### src/rtl/gpio_pwr_pkg.sv
package gpio_pwr_pkg;
  typedef enum logic [1:0] {
    PM_ACTIVE   = 2'd0,
    PM_IDLE     = 2'd1,
    PM_INACTIVE = 2'd2,
    PM_DISABLED = 2'd3
  } pwr_mode_e;
endpackage

### src/rtl/gpio_pwr_fsm.sv
module gpio_pwr_fsm
  import gpio_pwr_pkg::*;
(
  input  logic      clk_i,
  input  logic      rst_ni,
  input  logic      idle_req_i,
  input  logic      idle_deep_i,
  input  logic      sw_disable_i,
  output pwr_mode_e mode_o
);
  pwr_mode_e mode_q, mode_d;

  always_comb begin
    mode_d = mode_q;
    if (sw_disable_i) begin
      mode_d = PM_DISABLED;  // software disable outranks host request
    end else begin
      unique case (mode_q)
        PM_ACTIVE:   if (idle_req_i) mode_d = idle_deep_i ? PM_INACTIVE : PM_IDLE;
        PM_IDLE,
        PM_INACTIVE: if (!idle_req_i) mode_d = PM_ACTIVE;
        PM_DISABLED: mode_d = PM_ACTIVE;
        default:     mode_d = PM_ACTIVE;
      endcase
    end
  end

  always_ff @(posedge clk_i or negedge rst_ni) begin
    if (!rst_ni) mode_q <= PM_ACTIVE;
    else         mode_q <= mode_d;
  end

  assign mode_o = mode_q;
endmodule

### src/rtl/gpio_det_gate.sv
module gpio_det_gate #(
  parameter int NUM_PINS  = 32,
  parameter int GRP_W     = 8,
  parameter int DIV_SEL_W = 2,
  localparam int NUM_GRP  = NUM_PINS / GRP_W,
  localparam int CNT_W    = (1 << DIV_SEL_W) - 1
) (
  input  logic                 clk_i,
  input  logic                 rst_ni,
  input  logic                 run_i,
  input  logic [NUM_PINS-1:0]  det_cfg_i,
  input  logic [DIV_SEL_W-1:0] div_sel_i,
  output logic [NUM_GRP-1:0]   det_en_o
);
  logic [CNT_W-1:0] cnt_q;
  logic [CNT_W-1:0] mask;
  logic             tick;

  always_ff @(posedge clk_i or negedge rst_ni) begin
    if (!rst_ni) cnt_q <= '0;
    else         cnt_q <= cnt_q + 1'b1;
  end

  // low div_sel_i bits of the phase counter must be zero for a tick
  always_comb begin
    for (int i = 0; i < CNT_W; i++) mask[i] = (32'(div_sel_i) > i);
  end

  assign tick = ((cnt_q & mask) == '0);

  for (genvar g = 0; g < NUM_GRP; g++) begin : g_grp
    assign det_en_o[g] = run_i & (|det_cfg_i[g*GRP_W +: GRP_W]) & tick;
  end
endmodule

### src/rtl/gpio_pwr_ctrl.sv
module gpio_pwr_ctrl
  import gpio_pwr_pkg::*;
#(
  parameter int NUM_PINS  = 32,
  parameter int GRP_W     = 8,
  parameter int DIV_SEL_W = 2,
  localparam int NUM_GRP  = NUM_PINS / GRP_W
) (
  input  logic                 clk_i,
  input  logic                 rst_ni,
  input  logic                 idle_req_i,
  input  logic                 idle_deep_i,
  input  logic                 sw_disable_i,
  input  logic                 auto_idle_i,
  input  logic                 bus_act_i,
  input  logic                 din_rd_i,
  input  logic [NUM_PINS-1:0]  det_cfg_i,
  input  logic [DIV_SEL_W-1:0] div_sel_i,
  output logic [1:0]           mode_o,
  output logic                 idle_ack_o,
  output logic                 irq_allow_o,
  output logic                 bus_clk_en_o,
  output logic                 smp_clk_en_o,
  output logic [NUM_GRP-1:0]   det_clk_en_o
);
  pwr_mode_e mode;
  logic      auto_idle_q;
  logic      det_run;

  gpio_pwr_fsm u_fsm (
    .clk_i        (clk_i),
    .rst_ni       (rst_ni),
    .idle_req_i   (idle_req_i),
    .idle_deep_i  (idle_deep_i),
    .sw_disable_i (sw_disable_i),
    .mode_o       (mode)
  );

  always_ff @(posedge clk_i or negedge rst_ni) begin
    if (!rst_ni) auto_idle_q <= 1'b0;
    else         auto_idle_q <= auto_idle_i;
  end

  // light idle keeps detection clocked, deep idle and disable stop it
  assign det_run = (mode == PM_ACTIVE) || (mode == PM_IDLE);

  gpio_det_gate #(
    .NUM_PINS  (NUM_PINS),
    .GRP_W     (GRP_W),
    .DIV_SEL_W (DIV_SEL_W)
  ) u_det (
    .clk_i     (clk_i),
    .rst_ni    (rst_ni),
    .run_i     (det_run),
    .det_cfg_i (det_cfg_i),
    .div_sel_i (div_sel_i),
    .det_en_o  (det_clk_en_o)
  );

  assign mode_o       = mode;
  assign idle_ack_o   = (mode == PM_IDLE) || (mode == PM_INACTIVE);
  assign irq_allow_o  = (mode == PM_ACTIVE);
  assign bus_clk_en_o = !auto_idle_q || bus_act_i;
  assign smp_clk_en_o = (mode == PM_ACTIVE) && din_rd_i;
endmodule

### config.mk
export PLATFORM = sky130hd
export DESIGN_NAME = gpio_pwr_ctrl
export DESIGN_NICKNAME = d
export VERILOG_FILES = /design/src/rtl/gpio_pwr_pkg.sv /design/src/rtl/gpio_pwr_fsm.sv /design/src/rtl/gpio_det_gate.sv /design/src/rtl/gpio_pwr_ctrl.sv
export SDC_FILE = /design/constraint.sdc
export NUM_CORES = 1
export LEC_CHECK = 0
export ABC_AREA = 1
export BUFFER_PORTS_ARGS = -buffer_cell sky130_fd_sc_hd__buf_2
export CAP_MARGIN = 25
export CORE_UTILIZATION = 32
export DETAILED_ROUTE_END_ITERATION = 6
export GPL_ROUTABILITY_DRIVEN = 0
export HOLD_SLACK_MARGIN = 0.02
export MAX_ROUTING_LAYER = met4
export PLACE_DENSITY_LB_ADDON = 0.1
export SLEW_MARGIN = 40
export SYNTH_ARGS = -nofsm -noshare
export SYNTH_HDL_FRONTEND = slang
export SYNTH_SLANG_ARGS = --single-unit
### constraint.sdc
create_clock -name clk_i -period 1.55 [get_ports clk_i]
set_input_delay 0.155 -clock clk_i [delete_from_list [all_inputs] [get_ports clk_i]]
set_output_delay 0.155 -clock clk_i [all_outputs]
set_load 0.01 [all_outputs]
==> metrics.txt, run 1 <==
WL/cell 7.63 µm; Slew HR 91.0%; antenna diode count 0; Critical R2R Launch u_fsm.mode_o[0]; post-route antenna net violation count 0; vias in the first global route 449; leakage power roughly 0.52 nW; clock latency on the worst-skew pair ~0.24 ns; Layout Skew about 0.0036 ns; Slew Viols, Final 0; first-pass GRT wire length 1.57 mm; Setup WS post-layout roughly 0.038 ns; worst vdd ir between 0.0004 and 0.0005 V; Worst Hold Slack roughly 0.2 ns; total die area 0.00162 mm²; fraction of layout instances using a drive strength above 1 47.4%; Critical Path End det_clk_en_o[2]; most common cell in the netlist nor2_1; Hold Crit Class input pin to flop; CP endpoint kind output port; Final Instance Area 820 µm²; f_max 0.661 GHz; share of the synthesized area in the top cell type 32.1%; Post-Syn Area per Cell 6.16 µm²; final std cells w/o fill 150; initial drt markers 2; Tot GR Track Use 15.1%; Least-Margin Pin Slew 0.133 ns; r2r worst-path depth 8; PwrDens 723 mW/mm²; I/O pins 52; async set-or-reset flop fraction in the synthesized netlist 100%; Synthesized Nets 122; First-pass DRT Iterations 2; TritonCTS buffer count 3; class of the most critical setup path flop to output port; TritonCTS clock tree done; leading post-synthesis cells by cell area dfrtp_1, nor2_1, nand2_1; min Tclk post-route about 1.5 ns; Starting Density 35.1%; WP data arrival 1.36 ns; grt ovf 0; post-synthesis instance area around 470 µm²; CTS Sinks 6; synth unique cells 12; Tot Pwr 592 µW; top cells by count, synth nor2_1, nand2_1, inv_1, dfrtp_1, ha_1; Layout Nets 183; PortBufs 51; vias post-DR 618; placed inst area 742 µm²; htree depth 1; total wire length around 1.1 mm; core area 0.00133 mm²; Core Util, Final 61.4%; Post-Syn Instances 76; Worst Path Max Fanout 4; initial antenna violation count 0; top_reg_cell synth dfrtp_1; Post-Place Worst Slack 0.196 ns; cell count after placement 142; Die X between 40 and 50 µm; site row count 13; fin crit share 97.6%; yosys warns 0; largest area contributor in the netlist dfrtp_1; clock tree buffer depth 2; final setup fails 0; Seq/Total Area, Yosys 32.1%; max-cap violations 0; Worst-path clk slew 0.04 ns; final hold violation count 0; Post-synth EDFFs 0; flop-to-flop setup slack 0.25 ns; setup_tns 0 ns; end of the worst register-to-register path u_fsm.mode_o[0]; clock root buffer clkbuf_4; die height 40.2 µm; RSZ-0062 raised after global routing yes; via/cell ratio 4.12; synthesized flop and latch total 6; Setup crit start kind flop; DP HPWL around 940 µm; CP required ~1.4 ns; synthesis-to-layout area growth 75.1%; drt drc 0; start point of the critical path u_fsm.mode_o[0]; largest net degree at the start of global routing 7; status complete, no violations
[how the worst min path moves through the flow]
| stage | startpoint | end | slack, ns | cells after the start |
|---|---|---|---|---|
| 4_1_cts | sw_disable_i | u_fsm.mode_o[0] | 0.19 | 4 |
| 5_1_grt | sw_disable_i | u_fsm.mode_o[0] | 0.23 | 4 |
| 3_5_place_dp | rst_ni | auto_idle_q | -0.02 | 1 |
| 6_report | sw_disable_i | u_fsm.mode_o[0] | 0.20 | 4 |
| 3_3_place_gp | rst_ni | u_det.cnt_q[2] | -0.02 | 1 |
| 2_1_floorplan | rst_ni | auto_idle_q | -0.14 | 0 |
[kinds of logic (layout without fill, tap and decap cells)]
group	Yosys count	in the layout	share of synthesized area (%)
AOI/OAI and AO/OA	1	1	1.07
xor gates and xnor gates	1	1	1.87
adders and majority gates	4	4	10.7
buffers and inverters	11	70	8.82
DFF	6	6	32.1
and+or+nand+nor	53	53	45.5
[routing by layer]
layer | part of all wire [%] | track usage, % | wire [µm]
met2 | 45 | 25.8 | 514
met1 | 41 | 16.8 | 473
met4 | 0 | 10.0 | 0
met5 | 0 | - | 0
met3 | 14 | 1.11 | 157
[what timing repair did]
action / in CTS / in global routing
endpoints found under the hold margin: 7 / 0
pin swaps: 1 / 1
hold buffers: 2 / 0
setup endpoints to repair: 4 / 4
buffers inserted: 1 / 2
resized for setup: 2 / 2
[report_power, final]
| part | total, mW | internal, mW | switching (mW) |
|---|---|---|---|
| Sequential | 0.181 | 0.170 | 0.0112 |
| Clock | 0.142 | 0.0874 | 0.0543 |
| Combinational | 0.269 | 0.137 | 0.132 |
| Total | 0.592 | 0.394 | 0.198 |
[layout make-up]
type                    count  area, µm²
well taps                  15       18.8
repair buffers             56        298
inverters                  11       41.3
multi-input cells          59        289
flip-flops and latches      6        150
fillers                   142        514
clock buffers               3       22.5
[layout by cell type (no fill, tap or decap)]
cell / netlist / final
buf_2: 0 / 51
nor2_1: 25 / 25
nand2_1: 22 / 22
inv_1: 9 / 7
dfrtp_1: 6 / 6
inv_2: 2 / 4
ha_1: 4 / 3
clkbuf_4: 0 / 3
buf_4: 0 / 3
nand2_2: 2 / 2
nand4_1: 2 / 2
dlygate4sd3_1: 0 / 2
xor2_1: 1 / 1
or2_1: 1 / 1
nand3_1: 1 / 1
o21ai_0: 1 / 1
ha_4: 0 / 1
[state kept, by name, indices dropped and copies added (netlist names)]
register / flops
u_det.cnt_q: 3
u_fsm.mode_o: 2
auto_idle_q: 1
[critical path: stages (launching register included)]
cell and delay (ns):
dfrtp_1 0.38, inv_2 0.07, ha_4 0.16, or2_1 0.23, nand2_2 0.10, nor2_1 0.04, buf_2 0.13
No activity file was read; power rests on OpenSTA's default activity.
==> inputs of run 2 (changes only) <==
--- a/config.mk
+++ b/config.mk
@@ -5,10 +5,9 @@
 export SDC_FILE = /design/constraint.sdc
 export NUM_CORES = 1
 export LEC_CHECK = 0
-export ABC_AREA = 1
 export BUFFER_PORTS_ARGS = -buffer_cell sky130_fd_sc_hd__buf_2
 export CAP_MARGIN = 25
-export CORE_UTILIZATION = 32
+export CORE_UTILIZATION = 29
 export DETAILED_ROUTE_END_ITERATION = 6
 export GPL_ROUTABILITY_DRIVEN = 0
 export HOLD_SLACK_MARGIN = 0.02
==> metrics.txt, run 2 <==
status complete, no violations; post-synthesis instance area approximately 380 µm²; total wire length approximately 1.3 mm; f_max 0.678 GHz; clock root buffer clkbuf_4; largest net degree at the start of global routing 7; synthesized flop and latch total 6; max-cap violations 0; fraction of layout instances using a drive strength above 1 68.8%; class of the most critical setup path flop to output port; die height 38.1 µm; First-pass DRT Iterations 4; PwrDens 693 mW/mm²; yosys warns 0; top cells by count, synth nor4_1, dfrtp_1, a21oi_1, ha_1, inv_1; min Tclk post-route 1.47 ns; grt ovf 0; vias in the first global route roughly 470; commonest cells after routing, fill and taps aside buf_2, nor4_1, dfrtp_1, a21oi_2, clkbuf_4; PortBufs 51; synthesis-to-layout area growth 99.0%; clock tree buffer depth 2; htree depth 1; HP Start sw_disable_i; clock latency on the worst-skew pair 0.24 ns; combinational fraction of design power around two fifths; leading post-synthesis cells by cell area dfrtp_1, ha_1, nor4_1; start point of the critical path u_fsm.mode_o[0]; TritonCTS buffer count 3; antenna diode count 0; clock share of power about a quarter; Worst-path clk slew roughly 0.04 ns; fin crit share between 90% and 100%; synth unique cells 15; Critical R2R Launch u_fsm.mode_o[0]; Slew Viols, Final 0; initial antenna violation count 0; CP required 1.39 ns; site row count 12; CTS Sinks 6; Post-synth EDFFs 0; I/O pins 52; Final Instance Area 752 µm²; Seq/Total Area, Yosys about two fifths; worst vdd ir 0.000457 V; largest register by flop count u_det.cnt_q; setup_tns 0 ns; final setup fails 0; leakage power 0.425 nW; Hold Crit Class input pin to flop; Pint approximately 370 µW; r2r worst-path depth 4; first-pass GRT wire length 1.65 mm; Slew HR about 72%; P_sw 155 µW; Layout Nets between 100 and 150; post-route antenna net violation count 0; core area 0.00116 mm²; async set-or-reset flop fraction in the synthesized netlist 100%; Largest register FFs 3; Post-Syn Area per Cell 9.94 µm²; Layout Skew 0.00322 ns; WL/cell 11.4 µm; WP data arrival 1.32 ns; Setup crit start kind flop; initial drt markers 4; commonest non-fill, non-tap cell in the layout buf_2; Worst Path Max Fanout 4; placed inst area around 650 µm²; Die X 38.1 µm; top_reg_cell synth dfrtp_1; share of the synthesized area in the top cell type between 30% and 40%; Sw Share a little under 30%; largest area contributor in the netlist dfrtp_1; Fill cells 99; Synthesized Nets 84; total die area 0.00145 mm²; Least-Margin Pin Slew 0.416 ns; final hold violation count 0; CP endpoint kind output port; Reg power frac between 30% and 40%; Post-Syn Instances 38; DP HPWL 967 µm; TritonCTS clock tree done; hold depth 2; via/cell ratio 4.85; Tot GR Track Use 17.3%; Starting Density 32.7%; most common cell in the netlist nor4_1; vias post-DR 534; drt drc 0
-- run 2: cells by family (layout without fill, tap and decap cells) --
logic type | after synthesis | in the layout | synth area share, %
AOI/OAI and AO/OA | 9 | 9 | 14.9
xor gates and xnor gates | 1 | 1 | 2.32
adders and majority gates | 4 | 4 | 13.2
buffers and inverters | 4 | 62 | 3.97
DFF | 6 | 6 | 39.7
muxes | 1 | 1 | 3.97
and+or+nand+nor | 13 | 13 | 21.9
-- run 2: final cells by class --
type | count | area, µm² | area share [%]
clock buffers | 3 | 22.5 | 3.00
inverters | 4 | 15.0 | 2.00
multi-input cells | 28 | 256 | 34.1
flip-flops and latches | 6 | 150 | 20.0
well taps | 14 | 17.5 | 2.33
repair buffers | 55 | 290 | 38.6
-- run 2: worst paths after layout --
check | slack, ns | end
worst min register to register | 0.45 | u_det.cnt_q[0]
worst max register to register | 0.09 | u_fsm.mode_o[0]
worst min-delay path | 0.13 | u_fsm.mode_o[1]
min in group asynchronous | 0.27 | u_fsm.mode_o[0]
worst max-delay path | 0.08 | det_clk_en_o[3]
max in group asynchronous | 1.14 | u_fsm.mode_o[1]
-- run 2: what timing repair did --
item                                    CTS  global route
pin swaps                                 1             1
buffers inserted                          1             1
resized for setup                         1             9
hold endpoints to repair                  7             0
endpoints found under the setup margin    4             4
hold buffers                              2             0
-- run 2: stage by stage --
| step | instances | total power [mW] | hold slack, ns | worst slack, ns | util [%] |
|---|---|---|---|---|---|
| 2_1_floorplan | 38 | 0.254 | -0.141 | 0.0347 | - |
| 3_3_place_gp | 103 | 0.346 | -0.0179 | 0.123 | 56.3 |
| 3_5_place_dp | 103 | 0.347 | -0.0193 | 0.0875 | 56.3 |
| 4_1_cts | 109 | 0.502 | 0.121 | 0.00590 | 61.1 |
| 5_1_grt | 110 | 0.554 | 0.129 | -0.00438 | 65.0 |
| 6_report | 110 | 0.521 | 0.128 | 0.0758 | 65.0 |
-- run 2: power by group through the flow --
stage                     logic (mW)  registers, mW  clock network, mW
after floorplan               0.0742          0.180                  0
after global placement         0.170          0.176                  0
after detailed placement       0.170          0.177                  0
after CTS                      0.185          0.174              0.144
after global routing           0.230          0.175              0.149
final                          0.209          0.174              0.138
-- run 2: metal layers --
| metal | up-vias | routed length (µm) | global-route usage [%] |
|---|---|---|---|
| li1 | 260 | - | - |
| met1 | 240 | 386 | 13.9 |
| met2 | 34 | 731 | 34.3 |
| met3 | 0 | 134 | 3.49 |
| met4 | 0 | 0 | 10.7 |
| met5 | - | 0 | - |
-- run 2: worst max-delay path, cell delays in order, from the launching register on --
cell      delay (ns)
dfrtp_1         0.38
inv_2           0.07
ha_4            0.17
o221ai_4        0.24
a21oi_1         0.06
buf_2           0.15
==> inputs of run 3 (changes only) <==
--- a/config.mk
+++ b/config.mk
@@ -13,6 +13,7 @@
 export HOLD_SLACK_MARGIN = 0.02
 export MAX_ROUTING_LAYER = met4
 export PLACE_DENSITY_LB_ADDON = 0.1
+export SETUP_SLACK_MARGIN = 0.2
 export SLEW_MARGIN = 40
 export SYNTH_ARGS = -nofsm -noshare
 export SYNTH_HDL_FRONTEND = slang
==> metrics.txt, run 3 (synthesis gave the netlist of run 2 again) <==
status complete, no violations; fin crit share 95.4%; WL/cell 12.0 µm; Slew Viols, Final 0; fraction of layout instances using a drive strength above 1 71.7%; class of the most critical setup path flop to flop; TritonCTS clock tree done; setup_tns 0 ns; combinational fraction of design power 43.6%; TritonCTS buffer count 3; worst vdd ir 0.000443 V; Largest register FFs 3; first-pass GRT wire length 1.93 mm; commonest cells after routing, fill and taps aside buf_2, nor4_1, dfrtp_1, buf_4; P_sw 164 µW; CP endpoint kind flop; First-pass DRT Iterations 3; vias post-DR 548; leakage power between 0.4 and 0.5 nW; Slew HR 74.1%; final setup fails 0; Die X approximately 38 µm; total die area 0.00145 mm²; grt ovf 0; start point of the critical path u_fsm.mode_o[0]; clock root buffer clkbuf_4; Worst-path clk slew around 0.04 ns; clock tree buffer depth 2; via/cell ratio between 4 and 5; Fill cells between 100 and 150; f_max 0.676 GHz; drt drc 0; Worst Path Max Fanout 4; RSZ-0062 raised after global routing yes; final hold violation count 0; total wire length 1.36 mm; initial antenna violation count 0; largest register by flop count u_det.cnt_q; post-route antenna net violation count 0; core area 0.00116 mm²; Starting Density 32.7%; initial drt markers 2; synthesis-to-layout area growth 111%; clock share of power 24.3%; Layout Nets 147; vias in the first global route 495; die height 38.1 µm; WP data arrival 1.59 ns; PwrDens slightly below 700 mW/mm²; site row count 12; Critical R2R Launch u_fsm.mode_o[0]; DP HPWL 1.06 mm; PortBufs just over 50; htree depth 1; Reg power frac approximately a third; HP Start sw_disable_i; Reg area 151 µm²; max-cap violations 0; Tot GR Track Use 19.6%; Pint 390 µW; Worst Hold Slack around 0.13 ns; I/O pins 52; clock latency on the worst-skew pair 0.23 ns; antenna diode count 0; CP required 1.67 ns; Setup crit start kind flop; Layout Skew 0.00161 ns; Multi-input gate area 279 µm²; Least-Margin Pin Slew 0.385 ns; commonest non-fill, non-tap cell in the layout buf_2; Sw Share 29.6%; Hold Crit Class input pin to flop; largest net degree at the start of global routing 7; min Tclk post-route between 1 and 1.5 ns; CTS Sinks 6
run 3: changes by cell type in the layout (fill, tap and decap cells not counted):
cell / before / now
ha_2: 1 / 0
ha_1: 2 / 1
dfrtp_2: 0 / 1
ha_4: 1 / 3
buf_4: 2 / 5
dfrtp_1: 6 / 5
run 3: layout make-up:
type                            count  area share (%)
Clock buffer                        3            2.82
Timing Repair Buffer               58            39.2
Sequential cell                     6            19.0
Tap cell                           14            2.19
Inverter                            4            1.88
Multi-Input combinational cell     28            35.0
run 3: stage by stage:
| stage | setup slack, ns | cells | utilization, % | instance area (µm²) | power [mW] |
|---|---|---|---|---|---|
| after floorplan | 0.180 | 38 | - | 393 | 0.269 |
| after global placement | 0.196 | 103 | 57.6 | 666 | 0.358 |
| after detailed placement | 0.167 | 103 | 57.6 | 666 | 0.362 |
| after CTS | 0.0775 | 112 | 66.5 | 768 | 0.547 |
| after global routing | 0.00162 | 113 | 69.0 | 798 | 0.589 |
| final | 0.0715 | 113 | 69.0 | 798 | 0.553 |
run 3: power groups by stage:
| stage | Sequential (mW) | Clock (mW) | Combinational, mW |
|---|---|---|---|
| 3_5_place_dp | 0.178 | 0 | 0.183 |
| 3_3_place_gp | 0.178 | 0 | 0.180 |
| 6_report | 0.178 | 0.134 | 0.241 |
| 5_1_grt | 0.180 | 0.145 | 0.265 |
| 2_1_floorplan | 0.182 | 0 | 0.0870 |
| 4_1_cts | 0.174 | 0.142 | 0.230 |
run 3: path summary, 6_finish.rpt:
kind                            slack (ns)              end  cells after the start
worst max register to register        0.07  u_fsm.mode_o[0]                      5
worst min register to register        0.46   u_det.cnt_q[0]                      1
min in group asynchronous             0.28  u_fsm.mode_o[1]                      2
max in group asynchronous             1.12  u_fsm.mode_o[0]                      2
worst max-delay path                  0.07  u_fsm.mode_o[0]                      5
worst min-delay path                  0.13  u_fsm.mode_o[1]                      2
run 3: what timing repair did:
item	4_1_cts	5_1_grt
hold endpoints to repair	7	0
hold buffers	2	0
pin swaps	0	2
resized for setup	4	5
setup buffers	4	1
setup endpoints to repair	7	7
run 3: routing by layer:
layer / track usage [%] / routed length, µm / share of wire [%]
met5: - / 0 / 0
met4: 8.04 / 0 / 0
met3: 1.74 / 126 / 9.3
met2: 39.4 / 808 / 59
met1: 18.5 / 423 / 31
run 3: critical path, stage by stage (launching register included):
cell	delay [ns]
dfrtp_2	0.43
inv_2	0.09
buf_4	0.12
ha_4	0.19
mux2_4	0.28
a211o_1	0.26
